[src/rtl/sdram_win_pkg.sv]
// Shared constants for the SDRAM bank window decoder.
// Assumes 32-bit physical addresses and 32-bit configuration words.
package sdram_win_pkg;
    localparam int unsigned ADDR_W      = 32;
    localparam int unsigned CFG_W       = 32;
    localparam logic [CFG_W-1:0] CFG_KEEP_MASK = 32'hFFDE_E001;
    localparam int unsigned BASE_LSB    = 23;              // window alignment 8 MiB
    localparam int unsigned BASE_W      = CFG_W - BASE_LSB;
    localparam int unsigned SZ_LSB      = 17;
    localparam int unsigned SZ_W        = 3;
    localparam int unsigned EN_BIT      = 0;
    localparam int unsigned MIN_SZ_SH   = 22;              // 4 MiB smallest window
endpackage

[src/rtl/sdram_win_cfg_reg.sv]
// One bank configuration register. Stores the written word through the
// fixed keep-mask. Assumes the caller decodes the bank select.
module sdram_win_cfg_reg
    import sdram_win_pkg::*;
(
    input  logic             clk,
    input  logic             rst_n,
    input  logic             wr_en,
    input  logic [CFG_W-1:0] wr_data,
    output logic [CFG_W-1:0] cfg_q
);
    // Hold the masked config word; cleared by synchronous reset.
    always_ff @(posedge clk) begin
        if (!rst_n) begin
            cfg_q <= '0;
        end else if (wr_en) begin
            cfg_q <= wr_data & CFG_KEEP_MASK;
        end
    end
endmodule

[src/rtl/sdram_win_match.sv]
// Window comparator for one bank. Flags a match when the bank and the
// controller are enabled and base <= addr < base + size. The comparison
// is done one bit wider than the address, so windows never wrap.
module sdram_win_match
    import sdram_win_pkg::*;
(
    input  logic [BASE_W-1:0] base_field,
    input  logic [SZ_W-1:0]   size_code,
    input  logic              bank_en,
    input  logic              ctrl_en,
    input  logic [ADDR_W-1:0] addr,
    output logic              match,
    output logic [ADDR_W-1:0] offset
);
    localparam int unsigned EXT_W = ADDR_W + 1;

    logic [EXT_W-1:0] base_ext;
    logic [EXT_W-1:0] size_ext;
    logic [EXT_W-1:0] diff;

    // Form the base address and the window size from the packed fields.
    always_comb begin
        base_ext = {1'b0, base_field, {BASE_LSB{1'b0}}};
        size_ext = EXT_W'(1) << (MIN_SZ_SH + 32'(size_code));
    end

    // Subtract the base; a borrow in the top bit means addr < base.
    always_comb begin
        diff   = {1'b0, addr} - base_ext;
        match  = bank_en && ctrl_en && !diff[ADDR_W] && (diff < size_ext);
        offset = diff[ADDR_W-1:0];
    end
endmodule

[src/rtl/sdram_win_prio.sv]
// Fixed-priority selector. Picks the lowest-numbered matching bank and
// passes on its offset. Drives zeros when no bank matches.
module sdram_win_prio
    import sdram_win_pkg::*;
#(
    parameter int unsigned NB    = 4,
    parameter int unsigned IDX_W = 2
) (
    input  logic [NB-1:0]             match,
    input  logic [NB-1:0][ADDR_W-1:0] offsets,
    output logic                      hit,
    output logic [IDX_W-1:0]          hit_idx,
    output logic [ADDR_W-1:0]         hit_off
);
    // Scan from the highest index down so the lowest index is kept last.
    always_comb begin
        hit     = 1'b0;
        hit_idx = '0;
        hit_off = '0;
        for (int i = NB - 1; i >= 0; i--) begin
            if (match[i]) begin
                hit     = 1'b1;
                hit_idx = IDX_W'(i);
                hit_off = offsets[i];
            end
        end
    end
endmodule

[src/rtl/sdram_window_decoder.sv]
// Top level of the SDRAM bank window decoder. It holds NUM_BANKS masked
// configuration words and decodes addr combinationally against them.
// The controller-enable input gates every window without touching the
// stored words. Assumes the write and read indices are below NUM_BANKS.
module sdram_window_decoder
    import sdram_win_pkg::*;
#(
    parameter int unsigned NUM_BANKS = 4,
    parameter int unsigned IDX_W     = (NUM_BANKS > 1) ? $clog2(NUM_BANKS) : 1
) (
    input  logic              clk,
    input  logic              rst_n,
    input  logic              cfg_wr_en,
    input  logic [IDX_W-1:0]  cfg_wr_bank,
    input  logic [CFG_W-1:0]  cfg_wr_data,
    input  logic [IDX_W-1:0]  cfg_rd_bank,
    output logic [CFG_W-1:0]  cfg_rd_data,
    input  logic              ctrl_enable,
    input  logic [ADDR_W-1:0] addr,
    output logic              hit,
    output logic [IDX_W-1:0]  hit_bank,
    output logic [ADDR_W-1:0] hit_offset
);
    logic [CFG_W-1:0]             cfg_words [NUM_BANKS];
    logic [NUM_BANKS*CFG_W-1:0]   cfg_flat;
    logic [NUM_BANKS-1:0]         bank_match;
    logic [NUM_BANKS-1:0][ADDR_W-1:0] bank_off;

    for (genvar g = 0; g < NUM_BANKS; g++) begin : g_bank
        logic sel_wr;

        // Decode the write strobe for this bank.
        always_comb sel_wr = cfg_wr_en && (cfg_wr_bank == IDX_W'(g));

        sdram_win_cfg_reg u_cfg (
            .clk     (clk),
            .rst_n   (rst_n),
            .wr_en   (sel_wr),
            .wr_data (cfg_wr_data),
            .cfg_q   (cfg_words[g])
        );

        sdram_win_match u_match (
            .base_field (cfg_words[g][CFG_W-1:BASE_LSB]),
            .size_code  (cfg_words[g][SZ_LSB+SZ_W-1:SZ_LSB]),
            .bank_en    (cfg_words[g][EN_BIT]),
            .ctrl_en    (ctrl_enable),
            .addr       (addr),
            .match      (bank_match[g]),
            .offset     (bank_off[g])
        );

        // Flatten the stored words for the bound checker.
        always_comb cfg_flat[g*CFG_W +: CFG_W] = cfg_words[g];
    end

    // Read-back multiplexer over the stored words.
    always_comb cfg_rd_data = cfg_words[cfg_rd_bank];

    sdram_win_prio #(
        .NB    (NUM_BANKS),
        .IDX_W (IDX_W)
    ) u_prio (
        .match   (bank_match),
        .offsets (bank_off),
        .hit     (hit),
        .hit_idx (hit_bank),
        .hit_off (hit_offset)
    );
endmodule

[config.mk]
export PLATFORM = sky130hd
export DESIGN_NAME = sdram_window_decoder
export DESIGN_NICKNAME = d
export VERILOG_FILES = /design/src/rtl/sdram_win_pkg.sv /design/src/rtl/sdram_win_cfg_reg.sv /design/src/rtl/sdram_win_match.sv /design/src/rtl/sdram_win_prio.sv /design/src/rtl/sdram_window_decoder.sv
export SDC_FILE = /design/constraint.sdc
export NUM_CORES = 1
export LEC_CHECK = 0
export BUFFER_PORTS_ARGS = -buffer_cell sky130_fd_sc_hd__buf_2
export CELL_PAD_IN_SITES_DETAIL_PLACEMENT = 1
export CELL_PAD_IN_SITES_GLOBAL_PLACEMENT = 1
export CORE_ASPECT_RATIO = 0.9
export CORE_MARGIN = 4
export CORE_UTILIZATION = 44
export DETAILED_ROUTE_END_ITERATION = 10
export PLACE_DENSITY_LB_ADDON = 0.1
export SETUP_SLACK_MARGIN = 0.02
export SLEW_MARGIN = 25
export SYNTH_ARGS = -nofsm -noshare
export SYNTH_HDL_FRONTEND = slang
export SYNTH_SLANG_ARGS = --single-unit
[constraint.sdc]
create_clock -name clk -period 9.18 [get_ports clk]
set_clock_uncertainty 0.2 [all_clocks]
set_input_delay 1.836 -clock clk [delete_from_list [all_inputs] [get_ports clk]]
set_output_delay 1.836 -clock clk [all_outputs]
set_load 0.01 [all_outputs]
Word level (Yosys, flattened, before mapping):

Cells that the tools add are included.

* add/subtract/negate cells: 8
* magnitude comparators: 5
* eq/ne operators: 3
* shift-type cells: 4
* muxes and demuxes: 15
* bitwise operators: 1
* reductions and logical operators: 21

Operators with widths (number)
* 2-to-1 mux 32 bit: 6
* < comparator 33 bit: 4
* << shifter 1 x 32 -> 33 bit (first input constant): 4
* subtractor 32 x 32 -> 33 bit: 4
* binary-select mux 32 bit (select 2 bit): 1
* adder 5 x 3 -> 6 bit (first input constant): 4
* logical AND 1 bit: 16
* 2-to-1 mux 2 bit: 4
* equality test 2 bit (second input constant): 2
* zero test 1 bit: 4
* 2-to-1 mux 1 bit: 4
* greater-or-equal comparator 3 bit (second input constant): 1
* inverter 2 -> 3 bit: 1
* equality test 2 x 1 -> 1 bit (second input constant): 1
* zero test 2 bit: 1

* register bits: 72
* logic and storage cells: 61

Longest topological paths before layout:

Gate-level depths: netlist of run 1.

* depth after elaboration: 8
* mapped depth: 17

Modules after synthesis:

Synthesis of run 1 repeated with hierarchy kept, for this count alone.

* cells, all modules: 997
* area, all modules: 9049.9 um^2

By module, submodules not included
* sdram_win_cfg_reg: times used 4, cells an instance 72, area each 797.0 um^2, sequential area each 360.3 um^2
* sdram_win_match at g_bank[0].u_match ...: times used 3, cells an instance 135, area each 985.9 um^2, sequential area each 0.0 um^2
* sdram_win_prio: times used 1, cells an instance 123, area each 1064.8 um^2, sequential area each 0.0 um^2
* sdram_win_match at g_bank[2].u_match: times used 1, cells an instance 138, area each 993.5 um^2, sequential area each 0.0 um^2
* sdram_window_decoder: times used 1, cells an instance 43, area each 845.8 um^2, sequential area each 0.0 um^2

Worst setup path after synthesis of run 1:

No wires, ideal clock.

* path kind: input-to-output
* start: in addr[23]
* end: out hit_offset[23]
* arrival: 4.912 ns
* required time: 7.144 ns
* path slack: 2.232 ns
* cell stages on the path: 15
* buffers on the path: 0
* cell sequence: inv_1 ha_1 fa_1 nor2b_1 o31a_1 o21ai_0 nor2b_1 xnor2_1 ha_1 a21o_1 a2111oi_0 nand2_1 nor2_2 nor2_1 a221oi_1

* word-level cells in the longest chain between the ends: 8
* elaborated cells between the ends (all ways): 24
* those cells by class: add/sub (4); order compare (4); mux (4); reduce/logical (12)

RTL lines
* start: declaration: line sdram_window_decoder.sv:19 `input logic [ADDR_W-1:0] addr,`
* parallel branches: the longest is 7 deep, another holds subtractor 32 x 32 -> 33 bit
* 2-to-1 mux 32 bit *: line sdram_win_prio.sv:21 `if (match[i]) begin`
* end: declaration: line sdram_window_decoder.sv:22 `output logic [ADDR_W-1:0] hit_offset`

Every way passes the cells marked *.

Final worst setup path of run 1:

* start: in addr[23]
* end: out hit_offset[16]

The elaborated chain is that of the path after synthesis.

==> flow_summary.json, run 1 <==
{
  "outcome": "completed",
  "cts_buffers": 9,
  "netlist.area_leader.share": 0.218,
  "fin_ws_ps": 1360,
  "r2r_start": "g_bank[3].u_cfg.cfg_q[17]",
  "dp_slack_ps": 1430,
  "drv_slew": 0,
  "wirelength_mm": 22.2,
  "synth_flop_cell": "dfxtp_1",
  "ys_seq_area_frac": 0.218,
  "yosys_warnings": 0,
  "diodes": 0,
  "wl_per_cell_um": 19.5,
  "final_cell_mix": "nand2_1, buf_2, ha_1, a21boi_0, dfxtp_1",
  "grt_max_degree": 73,
  "area_delta_synth_final_pct": 13.9,
  "slew_headroom": 0.312,
  "synthSimpleGateAreaFrac": 0.228,
  "globalplace.congestion": 0.925,
  "io_pins": 139,
  "setup_viol": 0,
  "regArea_mm2": 0.00144,
  "tightest_slew_ps": 1030,
  "use_met2": 0.443,
  "power_density_mw_per_mm2": 124,
  "holdPathStages": 2,
  "rows": 42,
  "rr_worst_depth": 2,
  "first_global_vias": 6875,
  "async_reset_ff_frac": 0,
  "ctsHoldBuffers": 0,
  "cp-end-kind": "primary output",
  "startpoint_type": "input port",
  "cts.sinks": 72,
  "dp.cells": 1125,
  "synth_largest_area_cell": "dfxtp_1",
  "die_height_um": 124,
  "largestRegisters": "g_bank.u_cfg.cfg_q x72",
  "crit_start": "addr[23]",
  "die_w_um": 137,
  "grt.total_usage": 0.264,
  "grt_overflow": 0,
  "drc_errors": 0,
  "insertion_delay_ps": 330,
  "path_class": "in -> out",
  "cts.clk_slew.worst_paths_ps": 60,
  "grt_pass1_wl_mm": 35.6,
  "synthAdderAreaFrac": 0.179,
  "regMostFlops": "g_bank.u_cfg.cfg_q",
  "fin_crit_sh": 0.852,
  "min_from": "g_bank[3].u_cfg.cfg_q[20]",
  "synth-edff-count": 0,
  "core_area_mm2": 0.0147,
  "syn_area_mm2": 0.00661,
  "dr.pass1.iters": 6,
  "vias_per_cell": 5.68,
  "mostFrequentLayoutCell": "nand2_1",
  "synth-compound-area-share": 0.221,
  "htreeDepth": 3,
  "ys_types": 56,
  "fin_util": 0.512,
  "synth-seq-cells": 72,
  "drt-initial-drc-count": 248,
  "cts_setup_buffers": 0,
  "start_util": 0.449,
  "ir_drop_uv": 138,
  "ctsResizeCount": 0,
  "fmax_mhz": 128,
  "ant_nets": 0,
  "fin_cells": 1141,
  "busiest_layer": "met2",
  "syn_inst": 845,
  "largest_reg_flops": 72,
  "finalCriticalPeriod_ps": 7820,
  "met1_usage": 0.350,
  "antenna_found_initial": 0,
  "synth.area.mux_share": 0.0613,
  "cp.required_ps": 7140,
  "synth_xor_area_frac": 0.0252,
  "min_path_type": "reg -> reg",
  "max-cap-violations": 0,
  "p_leak_nw": 3.03,
  "worstPathMaxFanout": 24,
  "nFillCells": 1876,
  "drive_gt1_frac": 0.176,
  "met3_usage": 0.0452,
  "finalHoldViolCount": 0,
  "port_buffers": 110,
  "multi_input_area_mm2": 0.00479,
  "dp_hpwl_mm": 18.0,
  "root_buffer": "clkbuf_16",
  "finish.net_count": 1102,
  "place_area_mm2": 0.00726,
  "cts_buffer_depth": 2,
  "critPathArrivalTime_ps": 5780,
  "grt_setup_unrepaired": "false",
  "fin_area_mm2": 0.00753,
  "dieArea_mm2": 0.0171,
  "avgSynthCellArea_um2": 7.83,
  "ys_top_cells_by_area": "dfxtp_1, ha_1, nand2_1",
  "setup_tns_ps": 0,
  "num_vias": 6486,
  "synth_top_family_by_area": "simple AND/OR/NAND/NOR gates",
  "cts_tree": "yes"
}
==> synth_stat cells, drive strengths merged, types with 3 or more instances <==
cell type and count:
nand2 195, ha 88, a21boi 73, dfxtp 72
inv 58, nor2 50, nor2b 43, nand3 28
a21oi 27, clkbuf 22, o21ai 22, buf 21
mux4 18, o21a 14, xnor2 13, a211oi 11
a221oi 10, nor3 9, o31a 9, o211ai 7
xor2 6, o22ai 5, or2 5, a21o 4
fa 4, o31ai 4, nand4 3
==> layer usage <==
layer,wire length [um],part of all wire
met5,0,0
met2,10900,0.49
met1,9870,0.44
met3,1120,0.050
met4,378,0.017
==> power breakdown <==
| group | internal (mW) | switching [mW] |
|---|---|---|
| clock network | 0.183 | 0.138 |
| registers | 0.323 | 0.0108 |
| logic | 0.112 | 0.165 |
==> layout make-up <==
cell class	instances	area share
sequential	72	0.191
timing repair buffer	112	0.0754
inverter	58	0.0289
multi-input combinational	685	0.635
clock inverter	7	0.00631
tap	198	0.0329
clock buffer	9	0.0299
==> kinds of logic (layout without fill, tap and decap cells) <==
kind of cell | count (synthesis) | count (layout)
buffers and inverters | 101 | 186
AND/OR/NAND/NOR | 342 | 342
other | 1 | 14
AO/OA/AOI/OAI | 200 | 200
XOR/XNOR | 19 | 19
flip-flops | 72 | 72
multiplexers | 18 | 18
adder cells (fa/ha/maj) | 92 | 92
==> metrics by stage <==
stage | hold slack (ps) | total power [mW]
2_1_floorplan | 240 | 0.527
3_3_place_gp | 251 | 0.595
3_5_place_dp | 268 | 0.614
4_1_cts | 276 | 0.936
5_1_grt | 302 | 0.989
6_report | 273 | 0.931
==> critical path: stages <==
cell,delay (ps)
buf_2,100
inv_1,170
ha_1,180
inv_1,50
fa_1,390
a21oi_1,220
o211ai_1,180
o41ai_1,370
xnor2_1,170
ha_1,330
nand3_1,110
nor2_1,110
o21ai_0,100
o211ai_1,230
a21oi_1,180
nor3_4,720
nor2b_1,130
buf_2,190
==> final timing paths <==
path | slack [ps] | to
max | 1360 | hit_offset[16]
min | 270 | g_bank[3].u_cfg.cfg_q[20]
max reg2reg | 8090 | g_bank[3].u_cfg.cfg_q[17]
min reg2reg | 270 | g_bank[3].u_cfg.cfg_q[20]
(Power assumes the default switching activity.)
==> run 2: changes to the inputs <==
ABC_AREA = 1   (was not set)
CORE_UTILIZATION = 42   (was 44)
==> flow_summary.json, run 2 <==
{
  "drt-initial-drc-count": 396,
  "die_w_um": 144,
  "drc_errors": 0,
  "cts_tree": "yes",
  "p_int_mw": 0.687,
  "first_global_vias": 7306,
  "finish.net_count": 1339,
  "p_seq_frac": 0.304,
  "insertion_delay_ps": 350,
  "htreeDepth": 3,
  "cts_setup_buffers": 0,
  "pwr-share-clk": 0.322,
  "slew_headroom": 0.308,
  "regMostFlops": "g_bank.u_cfg.cfg_q",
  "max-cap-violations": 0,
  "cp-end-kind": "primary output",
  "syn_inst": 1088,
  "drv_slew": 0,
  "antenna_found_initial": 0,
  "final_cell_mix": "nand2_1, inv_1, a21oi_1, buf_2, o21ai_0",
  "diodes": 0,
  "synth_flop_cell": "dfxtp_1",
  "grt_max_degree": 73,
  "yosys_warnings": 0,
  "p_leak_nw": 3.99,
  "ys_top_cells_by_count": "nand2_1, inv_1, a21oi_1, o21ai_0, nor2_1",
  "p_switching_mw": 0.429,
  "cts.clk_slew.worst_paths_ps": 60,
  "ys_seq_area_frac": 0.207,
  "cts_buffer_depth": 2,
  "path_class": "in -> out",
  "worstPathMaxFanout": 24,
  "area_delta_synth_final_pct": 13.1,
  "cts.sinks": 72,
  "synth-seq-cells": 72,
  "fin_crit_sh": 0.852,
  "async_reset_ff_frac": 0,
  "cp.required_ps": 7140,
  "dr.pass1.iters": 6,
  "outcome": "completed",
  "drive_gt1_frac": 0.141,
  "cts_buffers": 9,
  "start_util": 0.430,
  "grt.total_usage": 0.258,
  "finalHoldViolCount": 0,
  "grt_pass1_wl_mm": 38.0,
  "synth-edff-count": 0,
  "core_area_mm2": 0.0162,
  "dp_hpwl_mm": 19.2,
  "fin_util": 0.486,
  "setup_viol": 0,
  "num_vias": 7430,
  "io_pins": 139,
  "globalplace.congestion": 0.841,
  "port_buffers": 110,
  "ant_nets": 0,
  "grt_setup_unrepaired": "false",
  "vias_per_cell": 5.36,
  "ir_drop_uv": 116,
  "ctsHoldBuffers": 0,
  "ys_top_cells_by_area": "dfxtp_1, ha_1, nand2_1",
  "rows": 44,
  "ys_types": 43,
  "synth_largest_area_cell": "dfxtp_1",
  "tightest_slew_ps": 1040,
  "die_height_um": 130,
  "swShare": 0.384,
  "largestRegisters": "g_bank.u_cfg.cfg_q x72",
  "fmax_mhz": 128,
  "largest_reg_flops": 72,
  "min_path_type": "reg -> reg",
  "setup_tns_ps": 0,
  "synth.most_common_cell": "nand2_1",
  "comb_power_share": 0.374,
  "finalCriticalPeriod_ps": 7820,
  "grt_overflow": 0,
  "power_density_mw_per_mm2": 142,
  "netlist.area_leader.share": 0.207,
  "wl_per_cell_um": 17.2,
  "startpoint_type": "input port",
  "avgSynthCellArea_um2": 6.39,
  "root_buffer": "clkbuf_16",
  "critPathArrivalTime_ps": 5790,
  "wirelength_mm": 23.9,
  "ctsResizeCount": 0,
  "mostFrequentLayoutCell": "nand2_1",
  "syn_area_mm2": 0.00696,
  "dieArea_mm2": 0.0187
}
[run 2: changes by cell type in the layout (fill, tap and decap cells not counted), sizes merged, moves of 11 or more]
cell | before | now
o21a | 14 | 3
nor2b | 43 | 0
xor2 | 6 | 23
a21boi | 73 | 1
o21ai | 22 | 111
nand2 | 195 | 217
mux4 | 18 | 0
a21oi | 27 | 120
nor2 | 50 | 127
nand3 | 28 | 39
inv | 59 | 169
nand4 | 3 | 25
[run 2: layout make-up]
class                      count  area, um2
tap                          207        259
multi-input combinational    808       4650
clock buffer                  10        239
inverter                     170        638
sequential                    72       1440
clock inverter                 5       56.3
timing repair buffer         114        583
fill                        2265       8320
[run 2: cells by family (layout without fill, tap and decap cells)]
| family | after synthesis | count (layout) | synth area share |
|---|---|---|---|
| flip-flops | 72 | 72 | 0.207 |
| AND/OR/NAND/NOR | 421 | 421 | 0.265 |
| XOR/XNOR | 26 | 26 | 0.0327 |
| adder cells (fa/ha/maj) | 92 | 92 | 0.170 |
| AO/OA/AOI/OAI | 255 | 255 | 0.194 |
| other | 1 | 14 | 0.000539 |
| buffers and inverters | 221 | 299 | 0.131 |
[run 2: worst paths after layout]
path | start | end | slack, ps | cells after the start
setup / recovery | addr[23] | hit_offset[3] | 1360 | 23
hold / removal | g_bank[3].u_cfg.cfg_q[20] | g_bank[3].u_cfg.cfg_q[20] | 250 | 2
setup reg to reg | g_bank[0].u_cfg.cfg_q[18] | g_bank[0].u_cfg.cfg_q[18] | 8240 | 2
hold reg to reg | g_bank[3].u_cfg.cfg_q[20] | g_bank[3].u_cfg.cfg_q[20] | 250 | 2
[run 2: power by group through the flow]
| stage | registers, mW | logic [mW] | clock network [mW] |
|---|---|---|---|
| after global routing | 0.341 | 0.472 | 0.380 |
| after floorplan | 0.343 | 0.287 | 0 |
| after global placement | 0.345 | 0.398 | 0 |
| after CTS | 0.339 | 0.415 | 0.364 |
| after detailed placement | 0.346 | 0.412 | 0 |
| final | 0.339 | 0.417 | 0.360 |
[run 2: routing by layer]
| metal | share of wire | up-vias | GRT usage |
|---|---|---|---|
| li1 | - | 3685 | - |
| met1 | 0.48 | 3525 | 0.367 |
| met2 | 0.44 | 190 | 0.407 |
| met3 | 0.059 | 30 | 0.0348 |
| met4 | 0.024 | 0 | 0.0808 |
| met5 | 0 | - | 0 |
[run 2: worst max-delay path: stages]
cell     delay (ps)
buf_2            80
inv_1           140
ha_1            300
fa_1            420
o21ai_0         410
nand2_1          90
nand2_1          70
nand2_1          40
nand2_1          70
xor2_1          310
inv_1            80
ha_1            280
nand2_1          50
inv_1            40
nand2_1          50
nand2_1          60
nand2_2         130
nand3_1         100
buf_4           170
nand2_1         110
nor2_4          680
nor2_1           70
buf_2           170
[run 2: per-stage QoR]
step | power [mW] | instance area (um2) | hold WS, ps | setup slack (ps) | instances
6_report | 1.12 | 7870 | 247 | 1360 | 1386
5_1_grt | 1.19 | 7870 | 268 | 943 | 1386
4_1_cts | 1.12 | 7870 | 253 | 1320 | 1386
3_5_place_dp | 0.758 | 7570 | 242 | 1320 | 1371
3_3_place_gp | 0.743 | 7570 | 237 | 1400 | 1371
2_1_floorplan | 0.630 | 7000 | 224 | 2700 | 1101
